<file path="src/rtl/pps_pkg.sv">
package pps_pkg;

  typedef enum logic [3:0] {
    ST_IDLE,
    ST_RST,
    ST_PCHK,
    ST_PWAIT,
    ST_CWAIT,
    ST_SET1,
    ST_UWAIT,
    ST_SET2,
    ST_UNCLK,
    ST_UNPWR
  } pps_state_e;

  typedef struct packed {
    logic rst_set;
    logic rst_clr;
    logic pwr_set;
    logic pwr_clr;
    logic clk_set;
    logic clk_clr;
    logic ucl_set;
    logic ucl_clr;
  } pps_cmd_t;

endpackage

</file>
<file path="src/rtl/pps_cycle_timer.sv">
module pps_cycle_timer #(
  parameter int CW = 5
) (
  input  logic          clk,
  input  logic          rst_n,
  input  logic          clr_i,
  output logic [CW-1:0] cnt_o
);

  logic [CW-1:0] cnt_q, cnt_d;

  always_comb begin
    if (clr_i) cnt_d = '0;
    else       cnt_d = cnt_q + 1'b1;
  end

  always_ff @(posedge clk or negedge rst_n) begin
    if (!rst_n) cnt_q <= '0;
    else        cnt_q <= cnt_d;
  end

  assign cnt_o = cnt_q;

endmodule

</file>
<file path="src/rtl/pps_flag_bank.sv">
module pps_flag_bank #(
  parameter int   N       = 8,
  parameter int   IW      = 3,
  parameter logic RST_VAL = 1'b0
) (
  input  logic          clk,
  input  logic          rst_n,
  input  logic [IW-1:0] idx_i,
  input  logic          set_i,
  input  logic          clr_i,
  output logic [N-1:0]  q_o
);

  logic [N-1:0] q_q, q_d;

  for (genvar i = 0; i < N; i++) begin : g_bit
    logic sel;
    assign sel = (idx_i == IW'(i));

    always_comb begin
      q_d[i] = q_q[i];
      if (sel && set_i) q_d[i] = 1'b1;
      if (sel && clr_i) q_d[i] = 1'b0;
    end

    always_ff @(posedge clk or negedge rst_n) begin
      if (!rst_n) q_q[i] <= RST_VAL;
      else        q_q[i] <= q_d[i];
    end
  end

  assign q_o = q_q;

endmodule

</file>
<file path="src/rtl/pps_fsm.sv">
module pps_fsm
  import pps_pkg::*;
#(
  parameter int NUM_PART   = 8,
  parameter int IDXW       = 3,
  parameter int SETTLE_CYC = 12,
  parameter int HS_TIMEOUT = 20,
  parameter int CW         = 5
) (
  input  logic                clk,
  input  logic                rst_n,
  input  logic                start_i,
  input  logic [IDXW-1:0]     part_idx_i,
  input  logic [NUM_PART-1:0] pwr_state_i,
  input  logic                pwr_ack_i,
  input  logic                pwr_fail_i,
  input  logic                clk_ack_i,
  input  logic                clk_fail_i,
  input  logic                ucl_ack_i,
  input  logic                ucl_fail_i,
  input  logic [CW-1:0]       cnt_i,
  output logic                clr_o,
  output pps_cmd_t            cmd_o,
  output logic [IDXW-1:0]     idx_o,
  output logic                done_o,
  output logic                err_o
);

  localparam logic [CW-1:0] SET_LAST = CW'(SETTLE_CYC - 1);
  localparam logic [CW-1:0] TMO_LAST = CW'(HS_TIMEOUT - 1);

  pps_state_e      state_q, state_d;
  logic [IDXW-1:0] idx_q;
  logic            idx_en;
  logic            done_q, done_d, err_q, err_d;
  logic            already_on;
  logic            settle_end, tmo;

  always_comb begin
    already_on = 1'b0;
    for (int i = 0; i < NUM_PART; i++)
      if (idx_q == IDXW'(i)) already_on = pwr_state_i[i];
  end

  assign settle_end = (cnt_i == SET_LAST);
  assign tmo        = (cnt_i == TMO_LAST);

  always_comb begin
    state_d = state_q;
    cmd_o   = '0;
    idx_en  = 1'b0;
    done_d  = 1'b0;
    err_d   = 1'b0;
    unique case (state_q)
      ST_IDLE: if (start_i) begin
        idx_en  = 1'b1;
        state_d = ST_RST;
      end
      ST_RST: begin
        cmd_o.rst_set = 1'b1;
        cmd_o.ucl_clr = 1'b1;
        state_d       = ST_PCHK;
      end
      ST_PCHK: begin
        if (already_on) begin
          cmd_o.clk_set = 1'b1;
          state_d       = ST_CWAIT;
        end else begin
          cmd_o.pwr_set = 1'b1;
          state_d       = ST_PWAIT;
        end
      end
      ST_PWAIT: begin
        if (pwr_fail_i || (!pwr_ack_i && tmo)) begin
          cmd_o.pwr_clr = 1'b1;
          err_d         = 1'b1;
          state_d       = ST_IDLE;
        end else if (pwr_ack_i) begin
          cmd_o.clk_set = 1'b1;
          state_d       = ST_CWAIT;
        end
      end
      ST_CWAIT: begin
        if (clk_fail_i || (!clk_ack_i && tmo)) begin
          cmd_o.clk_clr = 1'b1;
          state_d       = ST_UNPWR;
        end else if (clk_ack_i) begin
          state_d = ST_SET1;
        end
      end
      ST_SET1: if (settle_end) begin
        cmd_o.ucl_set = 1'b1;
        state_d       = ST_UWAIT;
      end
      ST_UWAIT: begin
        if (ucl_fail_i || (!ucl_ack_i && tmo)) begin
          cmd_o.ucl_clr = 1'b1;
          state_d       = ST_UNCLK;
        end else if (ucl_ack_i) begin
          state_d = ST_SET2;
        end
      end
      ST_SET2: if (settle_end) begin
        cmd_o.rst_clr = 1'b1;
        done_d        = 1'b1;
        state_d       = ST_IDLE;
      end
      ST_UNCLK: begin
        cmd_o.clk_clr = 1'b1;
        state_d       = ST_UNPWR;
      end
      ST_UNPWR: begin
        cmd_o.pwr_clr = 1'b1;
        err_d         = 1'b1;
        state_d       = ST_IDLE;
      end
      default: state_d = ST_IDLE;
    endcase
  end

  assign clr_o = (state_d != state_q);

  always_ff @(posedge clk or negedge rst_n) begin
    if (!rst_n) begin
      state_q <= ST_IDLE;
      done_q  <= 1'b0;
      err_q   <= 1'b0;
    end else begin
      state_q <= state_d;
      done_q  <= done_d;
      err_q   <= err_d;
    end
  end

  always_ff @(posedge clk or negedge rst_n) begin
    if (!rst_n)      idx_q <= '0;
    else if (idx_en) idx_q <= part_idx_i;
  end

  assign idx_o  = idx_q;
  assign done_o = done_q;
  assign err_o  = err_q;

endmodule

</file>
<file path="src/rtl/partition_powerup_seq.sv">
module partition_powerup_seq
  import pps_pkg::*;
#(
  parameter int NUM_PART   = 8,
  parameter int SETTLE_CYC = 12,
  parameter int HS_TIMEOUT = 20,
  localparam int IDXW      = (NUM_PART > 1) ? $clog2(NUM_PART) : 1
) (
  input  logic                clk,
  input  logic                rst_n,
  input  logic                start_i,
  input  logic [IDXW-1:0]     part_idx_i,
  input  logic [NUM_PART-1:0] pwr_state_i,
  input  logic                pwr_ack_i,
  input  logic                pwr_fail_i,
  input  logic                clk_ack_i,
  input  logic                clk_fail_i,
  input  logic                ucl_ack_i,
  input  logic                ucl_fail_i,
  output logic [NUM_PART-1:0] part_rst_o,
  output logic [NUM_PART-1:0] pwr_req_o,
  output logic [NUM_PART-1:0] clk_en_o,
  output logic [NUM_PART-1:0] unclamp_o,
  output logic                done_o,
  output logic                err_o
);

  localparam int MAXC = (SETTLE_CYC > HS_TIMEOUT) ? SETTLE_CYC : HS_TIMEOUT;
  localparam int CW   = $clog2(MAXC + 1);

  logic [CW-1:0]   cnt;
  logic            cnt_clr;
  pps_cmd_t        cmd;
  logic [IDXW-1:0] idx;

  pps_cycle_timer #(.CW(CW)) u_timer (
    .clk   (clk),
    .rst_n (rst_n),
    .clr_i (cnt_clr),
    .cnt_o (cnt)
  );

  pps_fsm #(
    .NUM_PART   (NUM_PART),
    .IDXW       (IDXW),
    .SETTLE_CYC (SETTLE_CYC),
    .HS_TIMEOUT (HS_TIMEOUT),
    .CW         (CW)
  ) u_fsm (
    .clk         (clk),
    .rst_n       (rst_n),
    .start_i     (start_i),
    .part_idx_i  (part_idx_i),
    .pwr_state_i (pwr_state_i),
    .pwr_ack_i   (pwr_ack_i),
    .pwr_fail_i  (pwr_fail_i),
    .clk_ack_i   (clk_ack_i),
    .clk_fail_i  (clk_fail_i),
    .ucl_ack_i   (ucl_ack_i),
    .ucl_fail_i  (ucl_fail_i),
    .cnt_i       (cnt),
    .clr_o       (cnt_clr),
    .cmd_o       (cmd),
    .idx_o       (idx),
    .done_o      (done_o),
    .err_o       (err_o)
  );

  pps_flag_bank #(.N(NUM_PART), .IW(IDXW), .RST_VAL(1'b1)) u_rst_bank (
    .clk (clk), .rst_n (rst_n), .idx_i (idx),
    .set_i (cmd.rst_set), .clr_i (cmd.rst_clr), .q_o (part_rst_o)
  );

  pps_flag_bank #(.N(NUM_PART), .IW(IDXW), .RST_VAL(1'b0)) u_pwr_bank (
    .clk (clk), .rst_n (rst_n), .idx_i (idx),
    .set_i (cmd.pwr_set), .clr_i (cmd.pwr_clr), .q_o (pwr_req_o)
  );

  pps_flag_bank #(.N(NUM_PART), .IW(IDXW), .RST_VAL(1'b0)) u_clk_bank (
    .clk (clk), .rst_n (rst_n), .idx_i (idx),
    .set_i (cmd.clk_set), .clr_i (cmd.clk_clr), .q_o (clk_en_o)
  );

  pps_flag_bank #(.N(NUM_PART), .IW(IDXW), .RST_VAL(1'b0)) u_ucl_bank (
    .clk (clk), .rst_n (rst_n), .idx_i (idx),
    .set_i (cmd.ucl_set), .clr_i (cmd.ucl_clr), .q_o (unclamp_o)
  );

endmodule

</file>
<file path="config.mk">
export PLATFORM = sky130hd
export DESIGN_NAME = partition_powerup_seq
export DESIGN_NICKNAME = d
export VERILOG_FILES = /design/src/rtl/pps_pkg.sv /design/src/rtl/pps_cycle_timer.sv /design/src/rtl/pps_flag_bank.sv /design/src/rtl/pps_fsm.sv /design/src/rtl/partition_powerup_seq.sv
export SDC_FILE = /design/constraint.sdc
export NUM_CORES = 1
export LEC_CHECK = 0
export BUFFER_PORTS_ARGS = -buffer_cell sky130_fd_sc_hd__buf_2
export CAP_MARGIN = 10
export CORE_MARGIN = 2
export CORE_UTILIZATION = 50
export DETAILED_ROUTE_END_ITERATION = 7
export PLACE_DENSITY = 0.87
export SYNTH_ARGS = -nofsm -noshare
export SYNTH_HDL_FRONTEND = slang
export SYNTH_HIERARCHICAL = 1
export SYNTH_SLANG_ARGS = --single-unit
</file>
<file path="constraint.sdc">
create_clock -name clk -period 1.9 [get_ports clk]
set_input_delay 0.285 -clock clk [delete_from_list [all_inputs] [get_ports clk]]
set_output_delay 0.285 -clock clk [all_outputs]
set_load 0.01 [all_outputs]
</file>
==> impl_metrics.yaml, run 1 <==
yosys:
  synth-adder-area-share: 0.00443
  syn_inst: 246
  synth.area.top_cells: "dfrtp_1 (34%), dfstp_2 (7.5%), o32a_1 (7.1%)"
  synth-async-reset-ratio: 1.00
  synth_cell_type_count: 54
  yosysSeqAreaShare: 0.412
  synth_top_area_share: 0.337
  ys_ff_latch: 46
  synth_top_area_cell: "dfrtp_1"
  yosysWarnings: 6
  synth_top_family_by_area: "simple AND/OR/NAND/NOR gates"
  synth_flop_cell: "dfrtp_1"
  synth-edff-count: 0
  synth_xor_area_frac: 0.00310
  synth.cell_area_mm2: 0.00282
  synth-simple-area-share: 0.272
  synth_nets: 267
  synth_mux_area_frac: 0.0368
  synth_compound_area_frac: 0.189
  synth.avg_cell_area_um2: 11.5
power:
  ir_drop_v: 0.000862
  power.leakage_nw: 1.56
  p_sw_frac: 0.417
  power.total_mw: 5.01
  powerDensity_mw_per_mm2: 1500
  share_comb_of_total_power: 0.528
  p_sw_mw: 2.09
  p_int_mw: 2.92
  p_seq_frac: 0.328
  clkPwrFrac: 0.144
worst_setup_path:
  startpoint: "u_timer/cnt_o[3]"
  worstPathMaxFanout: 4
  reg2reg_from: "u_timer/cnt_o[3]"
  worst-path-buf-inv: 0
  crit_path_top_delay_cell: "dfrtp_1"
  max_stage_delay_ns: 0.41
  critPathKind: "reg -> reg"
  critPathTopFamily: "compound AO/OA/AOI/OAI gates"
  crit_chain: "nand2b_1, o41a_1, or2_4, o21ai_4, nand2_2, o32a_1"
  ff2ff_setup_slack_ns: -0.005
  cp-end-kind: "register"
  crit_required_ns: 2.08
  crit_path_start_kind: "register"
  worstPathArrival_ns: 2.09
routing:
  routed_wl_um: 6670
  wl_per_cell_um: 17.4
  num_vias: 2348
  ant_nets: 0
  drtIter0Drc: 135
  first_pass_iters: 4
  vias_per_cell: 6.11
  drc: 0
die:
  initial_utilization: 0.516
  core-area_mm2: 0.00547
  io_pins: 54
  dieWidth_um: 79.1
  dieArea_mm2: 0.00626
  placementRows: 27
  die_height_um: 79.1
placed_design:
  gp_congestion: 0.834
  dp_slack_ns: 0.00337
  hpwlAfterDp_um: 4550
  place_area_mm2: 0.00317
  portBuffers: 53
clock_tree:
  cts_sinks: 46
  cts_hold_buf: 0
  clk_latency_ns: 0.30
  cts_tree: "done"
  path_clk_slew_ns: 0.09
  clockBufferDepth: 2
  cts_buffers: 5
  htree_levels: 2
  cts_root_buf: "clkbuf_8"
sta:
  period_needed_ns: 1.91
  tns_ns: -0.00520
  drv_slew: 0
  tightest_slew_ns: 0.577
  relSlewSlack: 0.615
  whs_ns: 0.0493
  max_freq_mhz: 525
  finalClockSkew_ns: 0.00602
  hold_viol_final: 0
  period_share: 1.00
  fin_ws_ns: -0.00520
  setup_viol: 1
outcome:
  violations: "negative setup slack"
  status: "finished, violations left"
grt:
  grt_max_degree: 47
  grt_pass1_vias: 2281
  antenna_found_initial: 1
  grt_pass1_wl_um: 10800
  globalRouteOverflowTotal: 0
  grt_usage: 0.217
cells_and_area:
  insertedDiodeCount: 0
  drive_gt1_frac: 0.474
  layout.nets: 332
  stdcell_area_mm2: 0.00334
  syn2layout_area_growth_pct: 18.4
worst_hold_path:
  min_path_type: "in -> async"
flow_run:
  drv_cap: 0
==> logic make-up after synthesis <==
logic type	count (synthesis)
mux	9
fa+ha+maj	1
simple gates	98
compound gates	60
flops	46
xor+xnor	1
buf+inv	31
==> layer usage <==
metal / GRT usage / share of wire / vias up
met2: 0.391 / 0.52 / 70
li1: - / - / 1087
met1: 0.263 / 0.42 / 1176
met5: 0 / 0.0019 / -
met3: 0.0409 / 0.051 / 13
met4: 0.0603 / 0.015 / 2
==> stage by stage <==
step                      instances   util
after CTS                       382  0.600
after global routing            384  0.611
after global placement          374  0.579
after detailed placement        374  0.579
after floorplan                 246      -
final                           384  0.611
==> sequential cells by signal, indices dropped and copies added, names as in the netlist <==
register	flops
u_clk_bank/q_o	8
u_pwr_bank/q_o	8
u_rst_bank/q_o	8
u_ucl_bank/q_o	8
u_timer/cnt_o	5
u_fsm/state_q	4
u_fsm/idx_o	3
u_fsm/done_o	1
u_fsm/err_o	1
==> cells in the final DEF, fill, tap and decap left out, types with 5 or more instances in the layout <==
cell type / n
inv_2: 8
nor2b_1: 6
buf_4: 23
clkbuf_8: 5
nand2b_1: 9
nor4b_2: 5
nand2_1: 11
and4bb_2: 12
buf_2: 53
o21a_1: 5
and4b_1: 8
o32a_1: 20
dfrtp_1: 35
dfstp_2: 8
nor2_1: 12
==> worst reg2reg max path: stages, from the launching register on <==
cell and delay, ns:
dfrtp_1 0.41, nand2b_1 0.17, o41a_1 0.41, or2_4 0.27, o21ai_4 0.09, nand2_2 0.12, o32a_1 0.32
==> power groups by stage <==
stage | sequential [mW] | combinational, mW | clock [mW]
floorplan | 1.79 | 1.77 | 0
global placement | 1.63 | 2.44 | 0
detailed placement | 1.65 | 2.54 | 0
CTS | 1.63 | 2.56 | 0.739
global route | 1.68 | 2.87 | 0.784
finish | 1.64 | 2.64 | 0.722
==> final timing paths <==
check / to / depth (start not counted)
worst max-delay path: u_ucl_bank/q_o[5] / 6
worst min-delay path: u_fsm/state_q[0] / 2
worst max register to register: u_ucl_bank/q_o[5] / 6
worst min register to register: u_ucl_bank/q_o[0] / 1
max in group asynchronous: u_fsm/idx_o[2] / 2
min in group clk: u_fsm/idx_o[0] / 2
==> what timing repair did <==
action	4_1_cts	5_1_grt
resized for setup	2	11
setup endpoints to repair	3	21
buffers inserted	0	2
pin swaps	0	3
==> synth_stat cells (5+ instances only) <==
cell	count
and4b_1	8
dfrtp_1	38
dfstp_2	8
inv_2	8
nand2_1	13
o32a_1	20
nor3_1	6
nor2b_1	6
nand2b_1	9
buf_6	14
o21a_1	5
nor4b_2	5
nor2_1	12
and4bb_2	12
==> cell type report <==
class / instances / area, um^2
clock buffers: 6 / 72.6
clock inverters: 2 / 37.5
fillers: 468 / 2130
inverters: 11 / 41.3
multi-input cells: 169 / 1470
flip-flops and latches: 46 / 1160
well taps: 72 / 90.1
repair buffers: 78 / 469
Note: power is estimated with default switching activity, not from simulation.
==> run 2, diff against run 1 <==
--- a/config.mk
+++ b/config.mk
@@ -5,6 +5,7 @@
 export SDC_FILE = /design/constraint.sdc
 export NUM_CORES = 1
 export LEC_CHECK = 0
+export ABC_AREA = 1
 export BUFFER_PORTS_ARGS = -buffer_cell sky130_fd_sc_hd__buf_2
 export CAP_MARGIN = 10
 export CORE_MARGIN = 2
==> impl_metrics.yaml, run 2 <==
die:
  placementRows: 27
  dieArea_mm2: 0.00632
  die_height_um: 79.5
  initial_utilization: 0.518
  io_pins: 54
  dieWidth_um: 79.5
  core-area_mm2: 0.00551
grt:
  grt_pass1_vias: 2364
  grt_pass1_wl_um: 10200
  grt_max_degree: 47
  globalRouteOverflowTotal: 0
  grt_usage: 0.202
  antenna_found_initial: 0
cells_and_area:
  syn2layout_area_growth_pct: 13.8
  fillCellCount: 499
  layout_commonest_cell: "inv_1"
  drive_gt1_frac: 0.263
  layout.nets: 457
  final_cell_mix: "inv_1 (69), nand3_1 (56), buf_2 (53)"
  insertedDiodeCount: 0
  final_cells: 509
worst_setup_path:
  cp-end-kind: "register"
  crit_required_ns: 2.13
  worst-path-buf-inv: 2
  critPathKind: "reg -> reg"
  critPathTopFamily: "simple AND/OR/NAND/NOR gates"
  worstPathArrival_ns: 1.96
  crit_path_start_kind: "register"
  crit_chain: "inv_2, or2_0, nand2_1, nand3_2, nand2_1, nand2_2, nand3_2, nor2_1, nand4_1, inv_2, o21ai_0, a21oi_1"
  crit_path_top_delay_cell: "dfrtp_2"
  max_stage_delay_ns: 0.46
  worstPathMaxFanout: 7
yosys:
  synth_top_area_share: 0.334
  synth.area.top_cells: "dfrtp_1 (33%), nand3_1 (9.8%), inv_1 (9.1%)"
  synth.avg_cell_area_um2: 7.44
  synth_commonest_cells: "inv_1 (69), nand3_1 (56), nand2_1 (49)"
  synth_flop_cell: "dfrtp_1"
  synth_nets: 404
  yosysWarnings: 6
  synth_top_area_cell: "dfrtp_1"
  syn_inst: 383
  synth.cell_area_mm2: 0.00285
  ys_ff_latch: 46
  synth-edff-count: 0
  yosysMostFrequentCell: "inv_1"
  synth-async-reset-ratio: 1.00
  synth_cell_type_count: 25
  yosysSeqAreaShare: 0.407
routing:
  drc: 0
  ant_nets: 0
  wl_per_cell_um: 11.6
  vias_per_cell: 5.11
  num_vias: 2602
  drtIter0Drc: 240
  first_pass_iters: 4
  routed_wl_um: 5920
power:
  share_comb_of_total_power: 0.514
  p_sw_frac: 0.459
  power.leakage_nw: 1.74
  p_seq_frac: 0.332
  ir_drop_v: 0.000581
  p_sw_mw: 2.19
  clkPwrFrac: 0.155
  powerDensity_mw_per_mm2: 1470
  p_int_mw: 2.58
placed_design:
  portBuffers: 53
  dp_cells: 501
  gp_congestion: 0.943
  hpwlAfterDp_um: 4520
clock_tree:
  clk_latency_ns: 0.30
  cts_setup_buffers: 0
  path_clk_slew_ns: 0.09
  cts_root_buf: "clkbuf_8"
  cts_tree: "done"
  htree_levels: 2
  cts_sinks: 46
  cts_buffers: 5
  clockBufferDepth: 2
outcome:
  status: "finished, final reports clean"
sta:
  finalClockSkew_ns: 0.00872
  whs_ns: 0.0617
  rsz0062_at_grt: "yes"
  relSlewSlack: 0.626
  max_freq_mhz: 577
  tightest_slew_ns: 0.561
  period_needed_ns: 1.73
  drv_slew: 0
  setup_viol: 0
  period_share: 0.913
  hold_viol_final: 0
worst_hold_path:
  min_path_type: "in -> async"
flow_run:
  drv_cap: 0
[run 2: kinds of logic (layout without fill, tap and decap cells)]
family,after synthesis,in the layout,share of synthesized area
AND/OR/NAND/NOR,198,198,0.350
buffers and inverters,103,157,0.172
flip-flops,46,46,0.407
AO/OA/AOI/OAI,34,34,0.0628
adder cells (fa/ha/maj),1,1,0.00439
multiplexers,1,1,0.00395
[run 2: worst reg2reg max path, stage by stage, from the launching register on]
cell and delay, ns:
dfrtp_2 0.46, inv_2 0.10, or2_0 0.12, nand2_1 0.06, nand3_2 0.07, nand2_1 0.06
nand2_2 0.11, nand3_2 0.07, nor2_1 0.11, nand4_1 0.17, inv_2 0.11, o21ai_0 0.09
a21oi_1 0.12
[run 2: final cells by class]
cell class / count / area (um^2) / share of cell area
Clock buffer: 5 / 68.8 / 0.0212
Tap cell: 72 / 90.1 / 0.0278
Clock inverter: 3 / 43.8 / 0.0135
Sequential cell: 46 / 1170 / 0.360
Inverter: 85 / 319 / 0.0984
Multi-Input combinational cell: 234 / 1210 / 0.372
Timing Repair Buffer: 64 / 348 / 0.107
[run 2: metrics by stage]
step                utilization  setup TNS (ns)  area, um^2  setup slack (ns)  power, mW
floorplan                     -               0        2850             0.289       3.56
global placement          0.567               0        3120             0.269       3.91
detailed placement        0.567               0        3120             0.168       4.01
CTS                       0.587               0        3230             0.130       4.76
global route              0.589         -0.0250        3240           -0.0250       5.19
finish                    0.589               0        3240             0.166       4.77
[run 2: power groups by stage]
stage / combinational (mW) / sequential, mW / clock, mW
global route: 2.76 / 1.63 / 0.804
global placement: 2.34 / 1.58 / 0
finish: 2.45 / 1.58 / 0.737
CTS: 2.43 / 1.57 / 0.763
floorplan: 1.84 / 1.72 / 0
detailed placement: 2.42 / 1.59 / 0
[run 2: timing repair]
| action | CTS | global route |
|---|---|---|
| gates resized for setup | 0 | 5 |
| hold buffers | 0 | 0 |
| setup endpoints to repair | 0 | 9 |
[run 2: path summary, 6_finish.rpt]
kind / start / to / slack (ns) / depth (start not counted)
min in group clk: part_idx_i[0] / u_fsm/idx_o[0] / 0.24 / 2
max in group asynchronous: rst_n / u_fsm/idx_o[1] / 1.44 / 2
setup reg to reg: u_fsm/idx_o[2] / u_timer/cnt_o[2] / 0.17 / 12
setup / recovery: u_fsm/idx_o[2] / u_timer/cnt_o[2] / 0.17 / 12
hold / removal: rst_n / u_fsm/err_o / 0.06 / 2
hold reg to reg: u_rst_bank/q_o[7] / u_rst_bank/q_o[7] / 0.47 / 2
[run 2: per-layer routing]
metal / wire length (um) / track usage / up-vias
met5: 0 / 0 / -
met4: 126 / 0.0759 / 0
met3: 250 / 0.0407 / 14
met2: 2930 / 0.337 / 75
met1: 2610 / 0.258 / 1192
li1: - / - / 1321
